==> src/rtl/hwmon_irq_pkg.sv <==
package hwmon_irq_pkg;

   typedef enum logic [2:0] {
      SEL_NONE  = 3'd0,
      SEL_STAT1 = 3'd1,
      SEL_STAT2 = 3'd2,
      SEL_MASK1 = 3'd3,
      SEL_MASK2 = 3'd4
   } reg_sel_e;

   localparam int unsigned BYTE_W = 8;

   localparam logic [BYTE_W-1:0] ADDR_STAT1_DEF   = 8'h41;
   localparam logic [BYTE_W-1:0] ADDR_STAT2_DEF   = 8'h42;
   localparam logic [BYTE_W-1:0] ADDR_MASK1_DEF   = 8'h43;
   localparam logic [BYTE_W-1:0] ADDR_MASK2_DEF   = 8'h44;

   localparam logic [BYTE_W-1:0] STAT1_IMPL_DEF   = 8'hDF;
   localparam logic [BYTE_W-1:0] STAT2_IMPL_DEF   = 8'h13;
   localparam logic [BYTE_W-1:0] STAT2_STICKY_DEF = 8'h10;

endpackage

==> src/rtl/hwmon_addr_dec.sv <==
module hwmon_addr_dec
   import hwmon_irq_pkg::*;
#(
   parameter int unsigned ADDR_W = 8,
   parameter logic [ADDR_W-1:0] A_STAT1 = '0,
   parameter logic [ADDR_W-1:0] A_STAT2 = '0,
   parameter logic [ADDR_W-1:0] A_MASK1 = '0,
   parameter logic [ADDR_W-1:0] A_MASK2 = '0
) (
   input  logic [ADDR_W-1:0] addr,
   output reg_sel_e          sel
);

   always_comb begin
      if (addr == A_STAT1)      sel = SEL_STAT1;
      else if (addr == A_STAT2) sel = SEL_STAT2;
      else if (addr == A_MASK1) sel = SEL_MASK1;
      else if (addr == A_MASK2) sel = SEL_MASK2;
      else                      sel = SEL_NONE;
   end

endmodule

==> src/rtl/hwmon_status_reg.sv <==
module hwmon_status_reg #(
   parameter int unsigned W = 8,
   parameter logic [W-1:0] IMPL   = '1,
   parameter logic [W-1:0] STICKY = '0
) (
   input  logic         clk,
   input  logic         rst_n,
   input  logic [W-1:0] evt,
   input  logic         rd_clr,
   input  logic         sticky_clr,
   output logic [W-1:0] q
);

   logic unused_rsvd_evt;
   assign unused_rsvd_evt = ^(evt & ~IMPL) ^ rd_clr ^ sticky_clr;

   for (genvar gi = 0; gi < W; gi++) begin : g_bit
      if (!IMPL[gi]) begin : g_rsvd
         assign q[gi] = 1'b0;
      end else if (STICKY[gi]) begin : g_sticky
         logic b_q;
         always_ff @(posedge clk or negedge rst_n) begin
            if (!rst_n)          b_q <= 1'b0;
            else if (evt[gi])    b_q <= 1'b1;
            else if (sticky_clr) b_q <= 1'b0;
         end
         assign q[gi] = b_q;
      end else begin : g_rdclr
         logic b_q;
         always_ff @(posedge clk or negedge rst_n) begin
            if (!rst_n)       b_q <= 1'b0;
            else if (evt[gi]) b_q <= 1'b1;
            else if (rd_clr)  b_q <= 1'b0;
         end
         assign q[gi] = b_q;
      end
   end

endmodule

==> src/rtl/hwmon_mask_reg.sv <==
module hwmon_mask_reg #(
   parameter int unsigned W = 8,
   parameter logic [W-1:0] RST_VAL = '0
) (
   input  logic         clk,
   input  logic         rst_n,
   input  logic         we,
   input  logic [W-1:0] wdata,
   output logic [W-1:0] q
);

   always_ff @(posedge clk or negedge rst_n) begin
      if (!rst_n)  q <= RST_VAL;
      else if (we) q <= wdata;
   end

endmodule

==> src/rtl/hwmon_irq_gen.sv <==
module hwmon_irq_gen #(
   parameter int unsigned W = 8,
   parameter logic [W-1:0] IMPL1 = '1,
   parameter logic [W-1:0] IMPL2 = '1,
   parameter bit IRQ_REG = 1'b1
) (
   input  logic         clk,
   input  logic         rst_n,
   input  logic [W-1:0] stat1,
   input  logic [W-1:0] mask1,
   input  logic [W-1:0] stat2,
   input  logic [W-1:0] mask2,
   output logic         irq
);

   logic [W-1:0] live1, live2;
   logic         pending;

   assign live1   = stat1 & ~mask1 & IMPL1;
   assign live2   = stat2 & ~mask2 & IMPL2;
   assign pending = |{live1, live2};

   if (IRQ_REG) begin : g_reg
      logic irq_q;
      always_ff @(posedge clk or negedge rst_n) begin
         if (!rst_n) irq_q <= 1'b0;
         else        irq_q <= pending;
      end
      assign irq = irq_q;
   end else begin : g_comb
      logic unused_clk;
      assign unused_clk = clk ^ rst_n;
      assign irq = pending;
   end

endmodule

==> src/rtl/hwmon_irq_bank.sv <==
module hwmon_irq_bank
   import hwmon_irq_pkg::*;
#(
   parameter int unsigned ADDR_W = 8,
   parameter int unsigned DATA_W = BYTE_W,
   parameter logic [ADDR_W-1:0] A_STAT1 = ADDR_W'(ADDR_STAT1_DEF),
   parameter logic [ADDR_W-1:0] A_STAT2 = ADDR_W'(ADDR_STAT2_DEF),
   parameter logic [ADDR_W-1:0] A_MASK1 = ADDR_W'(ADDR_MASK1_DEF),
   parameter logic [ADDR_W-1:0] A_MASK2 = ADDR_W'(ADDR_MASK2_DEF),
   parameter logic [DATA_W-1:0] STAT1_IMPL   = DATA_W'(STAT1_IMPL_DEF),
   parameter logic [DATA_W-1:0] STAT2_IMPL   = DATA_W'(STAT2_IMPL_DEF),
   parameter logic [DATA_W-1:0] STAT2_STICKY = DATA_W'(STAT2_STICKY_DEF),
   parameter int unsigned RST_EN_BIT = DATA_W - 1,
   parameter bit IRQ_REG = 1'b1
) (
   input  logic              clk,
   input  logic              rst_n,
   input  logic [ADDR_W-1:0] bus_addr,
   input  logic              bus_rd,
   input  logic              bus_wr,
   input  logic [DATA_W-1:0] bus_wdata,
   output logic [DATA_W-1:0] bus_rdata,
   input  logic [DATA_W-1:0] evt_grp1,
   input  logic [DATA_W-1:0] evt_grp2,
   input  logic              chs_clr,
   output logic              irq,
   output logic              rst_en
);

   localparam logic [DATA_W-1:0] NO_STICKY = '0;

   // elaboration-time parameter checks
   if (A_STAT1 == A_STAT2 || A_STAT1 == A_MASK1 || A_STAT1 == A_MASK2 ||
       A_STAT2 == A_MASK1 || A_STAT2 == A_MASK2 || A_MASK1 == A_MASK2) begin : g_bad_addr
      $error("hwmon_irq_bank: register addresses must be distinct");
   end
   if ((STAT2_STICKY & ~STAT2_IMPL) != '0) begin : g_bad_sticky
      $error("hwmon_irq_bank: sticky bits must be implemented bits");
   end
   if (RST_EN_BIT >= DATA_W) begin : g_bad_rsten
      $error("hwmon_irq_bank: reset-enable bit outside data width");
   end
   if (RST_EN_BIT < DATA_W && STAT2_IMPL[RST_EN_BIT % DATA_W]) begin : g_bad_overlap
      $error("hwmon_irq_bank: reset-enable bit overlaps a status-B source");
   end

   reg_sel_e          sel;
   logic              rd_s1, rd_s2, wr_m1, wr_m2;
   logic [DATA_W-1:0] stat1_q, stat2_q, mask1_q, mask2_q;
   logic [DATA_W-1:0] rd_mux, rdata_q;

   hwmon_addr_dec #(
      .ADDR_W (ADDR_W),
      .A_STAT1(A_STAT1),
      .A_STAT2(A_STAT2),
      .A_MASK1(A_MASK1),
      .A_MASK2(A_MASK2)
   ) u_dec (
      .addr(bus_addr),
      .sel (sel)
   );

   assign rd_s1 = bus_rd && (sel == SEL_STAT1);
   assign rd_s2 = bus_rd && (sel == SEL_STAT2);
   assign wr_m1 = bus_wr && (sel == SEL_MASK1);
   assign wr_m2 = bus_wr && (sel == SEL_MASK2);

   hwmon_status_reg #(
      .W     (DATA_W),
      .IMPL  (STAT1_IMPL),
      .STICKY(NO_STICKY)
   ) u_stat1 (
      .clk       (clk),
      .rst_n     (rst_n),
      .evt       (evt_grp1),
      .rd_clr    (rd_s1),
      .sticky_clr(1'b0),
      .q         (stat1_q)
   );

   hwmon_status_reg #(
      .W     (DATA_W),
      .IMPL  (STAT2_IMPL),
      .STICKY(STAT2_STICKY)
   ) u_stat2 (
      .clk       (clk),
      .rst_n     (rst_n),
      .evt       (evt_grp2),
      .rd_clr    (rd_s2),
      .sticky_clr(chs_clr),
      .q         (stat2_q)
   );

   hwmon_mask_reg #(.W(DATA_W), .RST_VAL('0)) u_mask1 (
      .clk  (clk),
      .rst_n(rst_n),
      .we   (wr_m1),
      .wdata(bus_wdata),
      .q    (mask1_q)
   );

   hwmon_mask_reg #(.W(DATA_W), .RST_VAL('0)) u_mask2 (
      .clk  (clk),
      .rst_n(rst_n),
      .we   (wr_m2),
      .wdata(bus_wdata),
      .q    (mask2_q)
   );

   hwmon_irq_gen #(
      .W      (DATA_W),
      .IMPL1  (STAT1_IMPL),
      .IMPL2  (STAT2_IMPL),
      .IRQ_REG(IRQ_REG)
   ) u_irq (
      .clk  (clk),
      .rst_n(rst_n),
      .stat1(stat1_q),
      .mask1(mask1_q),
      .stat2(stat2_q),
      .mask2(mask2_q),
      .irq  (irq)
   );

   always_comb begin
      case (sel)
         SEL_STAT1: rd_mux = stat1_q;
         SEL_STAT2: rd_mux = stat2_q;
         SEL_MASK1: rd_mux = mask1_q;
         SEL_MASK2: rd_mux = mask2_q;
         default:   rd_mux = '0;
      endcase
   end

   always_ff @(posedge clk or negedge rst_n) begin
      if (!rst_n)      rdata_q <= '0;
      else if (bus_rd) rdata_q <= rd_mux;
   end

   assign bus_rdata = rdata_q;
   assign rst_en    = mask2_q[RST_EN_BIT % DATA_W];

endmodule

==> config.mk <==
export PLATFORM = sky130hd
export DESIGN_NAME = hwmon_irq_bank
export DESIGN_NICKNAME = d
export VERILOG_FILES = /design/src/rtl/hwmon_irq_pkg.sv /design/src/rtl/hwmon_addr_dec.sv /design/src/rtl/hwmon_status_reg.sv /design/src/rtl/hwmon_mask_reg.sv /design/src/rtl/hwmon_irq_gen.sv /design/src/rtl/hwmon_irq_bank.sv
export SDC_FILE = /design/constraint.sdc
export NUM_CORES = 1
export LEC_CHECK = 0
export ABC_AREA = 1
export BUFFER_PORTS_ARGS = -buffer_cell sky130_fd_sc_hd__buf_2
export CORE_MARGIN = 10
export CORE_UTILIZATION = 53
export CTS_CLUSTER_SIZE = 24
export DETAILED_ROUTE_END_ITERATION = 10
export HOLD_SLACK_MARGIN = 0.02
export PLACE_DENSITY_LB_ADDON = 0.3
export REMOVE_ABC_BUFFERS = 1
export SETUP_SLACK_MARGIN = 0.05
export SLEW_MARGIN = 20
export SYNTH_ARGS = -nofsm -noshare
export SYNTH_HDL_FRONTEND = slang
export SYNTH_HIERARCHICAL = 1
export SYNTH_SLANG_ARGS = --single-unit
==> constraint.sdc <==
create_clock -name clk -period 1.05 [get_ports clk]
set_clock_uncertainty 0.05 [all_clocks]
set_input_delay 0.21 -clock clk [delete_from_list [all_inputs] [get_ports clk]]
set_output_delay 0.21 -clock clk [all_outputs]
set_load 0.05 [all_outputs]
After elaboration in Yosys (flattened, before gate mapping)
Index checks and enable logic that the tools add are counted.
{ "op_classes": {"n_addsub": 0, "mul": 0, "div_mod_pow": 0, "order_cmp": 0, "eq_ne": 8, "shifts": 0, "muxes": 18, "bitwise_logic": 4, "n_reduce_logical": 15} }
{ "op_table": {"columns": ["cell", "n"], "rows": [
  ["equality test 8 x 7 -> 1 bit (second input constant)", 4],
  ["one-hot mux 8 bit (4 select lines)", 1],
  ["nonzero test 2 bit", 10],
  ["two-way mux 1 bit", 13],
  ["two-way mux 3 bit", 4],
  ["OR reduction 10 bit", 1],
  ["AND 8 bit", 1],
  ["inverter 8 bit", 1],
  ["equality test 3 x 2 -> 1 bit (second input constant)", 2],
  ["AND 5 bit", 1],
  ["inverter 5 bit", 1],
  ["logical AND 1 bit", 4],
  ["equality test 3 x 1 -> 1 bit (second input constant)", 1],
  ["equality test 3 bit (second input constant)", 1]
]} }
{ "totals": {"ff_bits": 35, "latchBits": 0, "mem_bits_rw": 0, "mem_bits_ro": 0, "input_bits": 37, "out_inout_bits": 10, "memories": 0} }

Logic depth before layout (Yosys ltp)
{ "logic_depth": {"depth_word": 9, "mapped_depth": 11, "depth_no_buf": 10} }

Cells and area by module
Netlist, hierarchy kept.
{ "modules_own_cells": {"columns": ["module", "n_inst", "cells_per_inst", "area_per_inst_um2", "seq_area_each_um2"], "rows": [
  ["hwmon_irq_bank", 1, 99, 649.4, 200.2],
  ["hwmon_mask_reg", 2, 34, 305.3, 200.2],
  ["hwmon_status_reg at u_stat1", 1, 38, 321.6, 175.2],
  ["hwmon_status_reg at u_stat2", 1, 23, 180.2, 75.1],
  ["hwmon_irq_gen", 1, 29, 132.6, 25.0],
  ["hwmon_addr_dec", 1, 14, 62.6, 0.0]
]} }

Worst setup path after synthesis
Ideal clock, no wire load.
{ "synth_path": {"path_type": "input to register", "start": "in bus_addr[5]", "end": "reg u_mask1.q[0]", "setup_time_ns": 0.116, "t_arrival_ns": 1.423, "required_time_ns": 0.884, "slack_ns": -0.540, "cell_stages": 10, "cell_sequence": "nor2_1 > nand2_2 > nor2_1 > inv_1 > clkbuf_1 > nor4_1 > buf_6 > inv_2 > nand2_1 > nand2_1"} }
{ "synth_between": {"word_cells_on_any_way": 10, "cone_classes": "eq/ne: 5; mux: 4; reduce/logical: 1"} }
{ "synth_rtl": {"columns": ["element", "line", "source"], "rows": [
  ["from (decl)", "hwmon_irq_bank.sv:18", "input logic [ADDR_W-1:0] bus_addr,"],
  ["equality test 8 x 7 -> 1 bit", "hwmon_addr_dec.sv:17", "else if (addr == A_MASK1) sel = SEL_MASK1;"],
  ["two-way mux 3 bit", "hwmon_addr_dec.sv:17", null],
  ["two-way mux 3 bit", "hwmon_addr_dec.sv:16", "else if (addr == A_STAT2) sel = SEL_STAT2;"],
  ["two-way mux 3 bit *", "hwmon_addr_dec.sv:15", "if (addr == A_STAT1) sel = SEL_STAT1;"],
  ["named net sel[0]", "hwmon_irq_bank.sv:47", "reg_sel_e sel;"],
  ["equality test 3 x 2 -> 1 bit *", "hwmon_irq_bank.sv:65", "assign wr_m1 = bus_wr && (sel == SEL_MASK1);"],
  ["logical AND 1 bit *", "hwmon_irq_bank.sv:65", null],
  ["named net wr_m1", "hwmon_irq_bank.sv:48", "logic rd_s1, rd_s2, wr_m1, wr_m2;"],
  ["to (signal assigned)", "hwmon_mask_reg.sv:14", "else if (we) q <= wdata;"],
  ["to (decl)", "hwmon_mask_reg.sv:9", "output logic [W-1:0] q"]
]} }
The timed path passes the listed nets; every way through them passes the cells marked *.
A chain may end at the register's enable or synchronous reset.

Final worst setup path
{ "layout_path": {"start": "in bus_addr[6]", "end": "reg u_mask1.q[6]"} }
The elaborated chain is that of the path after synthesis.

==> run summary <==
Final layout
* fraction of final layout cells sized beyond drive strength 1: 40.3%
* antenna diode count: 0
* growth of design area from synthesis to finish: 43.7%
* post-layout net count: 366
* most common library cell in the layout ignoring fill and taps: nand2_1
* top library cells by usage in the layout, fill and taps aside: 84 x nand2_1, 35 x dfrtp_1, 25 x inv_1, 25 x buf_2, 25 x nand2_2
* share of the core filled with cells: 81.5%

Timing
* period utilisation layout: 127%
* Final Hold Fails: 0
* post-route setup TNS: -7250 ps
* final setup slack of the worst path: -280 ps
* number of endpoints failing setup at the final stage: 43
* total count of max-transition violations in the final report: 0
* Final Critical Period: 1330 ps
* Max Freq: 752 MHz
* Min Hold Slack: 61.3 ps
* RSZ-0062 raised after global routing: true

Clock tree
* total clock sinks: 35
* number of clock buffers inserted by TritonCTS: 5
* Clk Tree Root Cell: clkbuf_8
* number of H-tree branching levels: 2
* number of buffers on the longest clock path: 2
* clock insertion delay at the later pin of the skew report: 280 ps
* clock transition at the registers of the reported paths: 70 ps
* TritonCTS clock tree: built

Routing
* total number of vias: 2020
* DRC marker count from the first detailed-route iteration: 229
* number of iterations in the first detailed-routing pass: 6
* final routed DRC violation total: 0
* Routed WL per cell: 15.1 µm
* Antenna Violating Nets Remaining: 0
* final routed wirelength across all metal layers: 5700 µm
* DR vias/cell: 5.37

Setup path
* Critical Path Max Stage Delay: 280 ps
* worst flop-to-flop path endpoint: bus_rdata[7]
* Setup CP Type: in -> reg
* Worst Path Buf+Inv: 5
* maximum fanout along the worst path: 8
* worst setup slack for register-to-register paths: -30 ps
* number of cells traversed by the worst register-to-register path: 5
* data arrival time of the worst path: 1500 ps
* worst path cell trace: buf_6 -> inv_2 -> nor2_4 -> nand2_4 -> nor2_4 -> inv_2 -> nor4_4 -> buf_4 -> buf_12 -> nand2_2 -> nand2_1
* data required time of the critical path: 1220 ps
* kind of capture point of the worst setup path: flip-flop
* Crit-path slowest cell: nor4_4
* family with the most delay on the worst path: simple AND/OR/NAND/NOR gates
* sort of element at the start of the critical path: primary input
* FF-to-FF Start: u_mask2/q[7]

Yosys
* number of standard cells after synthesis: 270
* synthesized cell area: 1950 µm²
* syn avg cell area: 7.23 µm²
* Syn. warnings: 6

Global route
* busiest metal layer after global routing: met2
* vias in the first global route: 1853
* met2 layer usage reported by global route: 26.7%
* GR met3 Demand/Resource: 4.34%
* wire length of the first global-routing pass: 8450 µm
* largest net degree at the start of global routing: 36
* met1 routing resource usage after global routing: 19.7%
* total overflow reported by the global router: 0
* global-route usage over all layers: 16.1%
* antenna violations before repair: 0

Pwr
* leakage power of the design: 0.00162 µW
* Max VDD drop: 0.960 mV
* total power density per cell area: 920 nW/µm²

Floorplanning
* Die Wd: 80.7 µm
* number of placement rows: 21
* total core area: 3440 µm²
* top-level I/O count: 47
* total die area: 6510 µm²
* initial cell density of the core: 56.7%
* Die Height: 80.7 µm

Outcome
* result of the run: finished, violations left
* violations in the final reports: negative setup slack

Min path
* origin of the worst min-delay path: evt_grp1[7]
* terminating pin of the worst hold path: u_stat1/g_bit[7].g_rdclr.b_q
* kind of path behind the tightest hold check: in -> reg
* cell count of the worst hold path: 3

Placement
* post-detailed-placement half-perimeter wirelength: 3520 µm
* final weighted congestion of routability-driven global placement: 0.840
* input/output buffers: 40

Run
* total of max-cap violations: 0

==> final cells by class <==
type	instances	area, µm²
Multi-Input combinational cell	181	1030
Timing Repair Buffer	73	623
Inverter	33	139
Clock inverter	1	5.00
Fill cell	210	636
Tap cell	46	57.6
Sequential cell	35	876
Clock buffer	7	76.3
==> per-stage QoR <==
step	total power, µW	cells	cell area [µm²]	setup slack [ps]
2_1_floorplan	1490	249	1790	-1500
3_3_place_gp	1610	351	2190	-559
3_5_place_dp	1610	351	2190	-578
4_1_cts	2560	370	2550	-197
5_1_grt	2690	376	2810	-339
6_report	2580	376	2810	-280
==> how the worst max path moves through the flow <==
stage / start / end / slack (ps) / cells after the start
2_1_floorplan: bus_addr[5] / u_mask1/q[0] / -1500 / 8
3_3_place_gp: bus_addr[5] / u_mask1/q[4] / -560 / 10
3_5_place_dp: bus_addr[5] / u_mask1/q[4] / -580 / 10
4_1_cts: bus_addr[6] / u_stat1/g_bit[0].g_rdclr.b_q / -200 / 11
5_1_grt: bus_addr[6] / u_mask1/q[6] / -340 / 11
6_report: bus_addr[6] / u_mask1/q[6] / -280 / 11
==> worst min-delay path: stages <==
cell     delay, ps
buf_2           70
inv_1           30
nand2_1         50
==> power breakdown <==
| part | total (µW) | internal, µW | switching [µW] |
|---|---|---|---|
| clock network | 908 | 465 | 443 |
| registers | 1390 | 1370 | 20.2 |
| logic | 284 | 123 | 160 |
| total | 2580 | 1960 | 624 |
==> state kept, by name (all words and copies together), names as in the netlist <==
register,flops
u_stat2/g_bit.g_sticky.b_q,1
u_stat2/g_bit.g_rdclr.b_q,2
u_mask1/q,8
u_stat1/g_bit.g_rdclr.b_q,7
u_mask2/q,8
u_irq/irq,1
bus_rdata,8
==> layer usage <==
layer / wire length [µm] / share of wire (%) / up-vias
li1: - / - / 940
met1: 2190 / 38 / 944
met2: 2840 / 50 / 116
met3: 512 / 9.0 / 20
met4: 157 / 2.8 / 0
met5: 0 / 0 / -
==> repair_timing <==
action	4_1_cts	5_1_grt
cloned	0	1
resized for setup	53	61
endpoints found under the hold margin	35	0
setup endpoints to repair	43	44
buffers inserted	10	5
pin swaps	21	41
hold buffers	1	0
No activity file was read; power rests on OpenSTA's default activity.
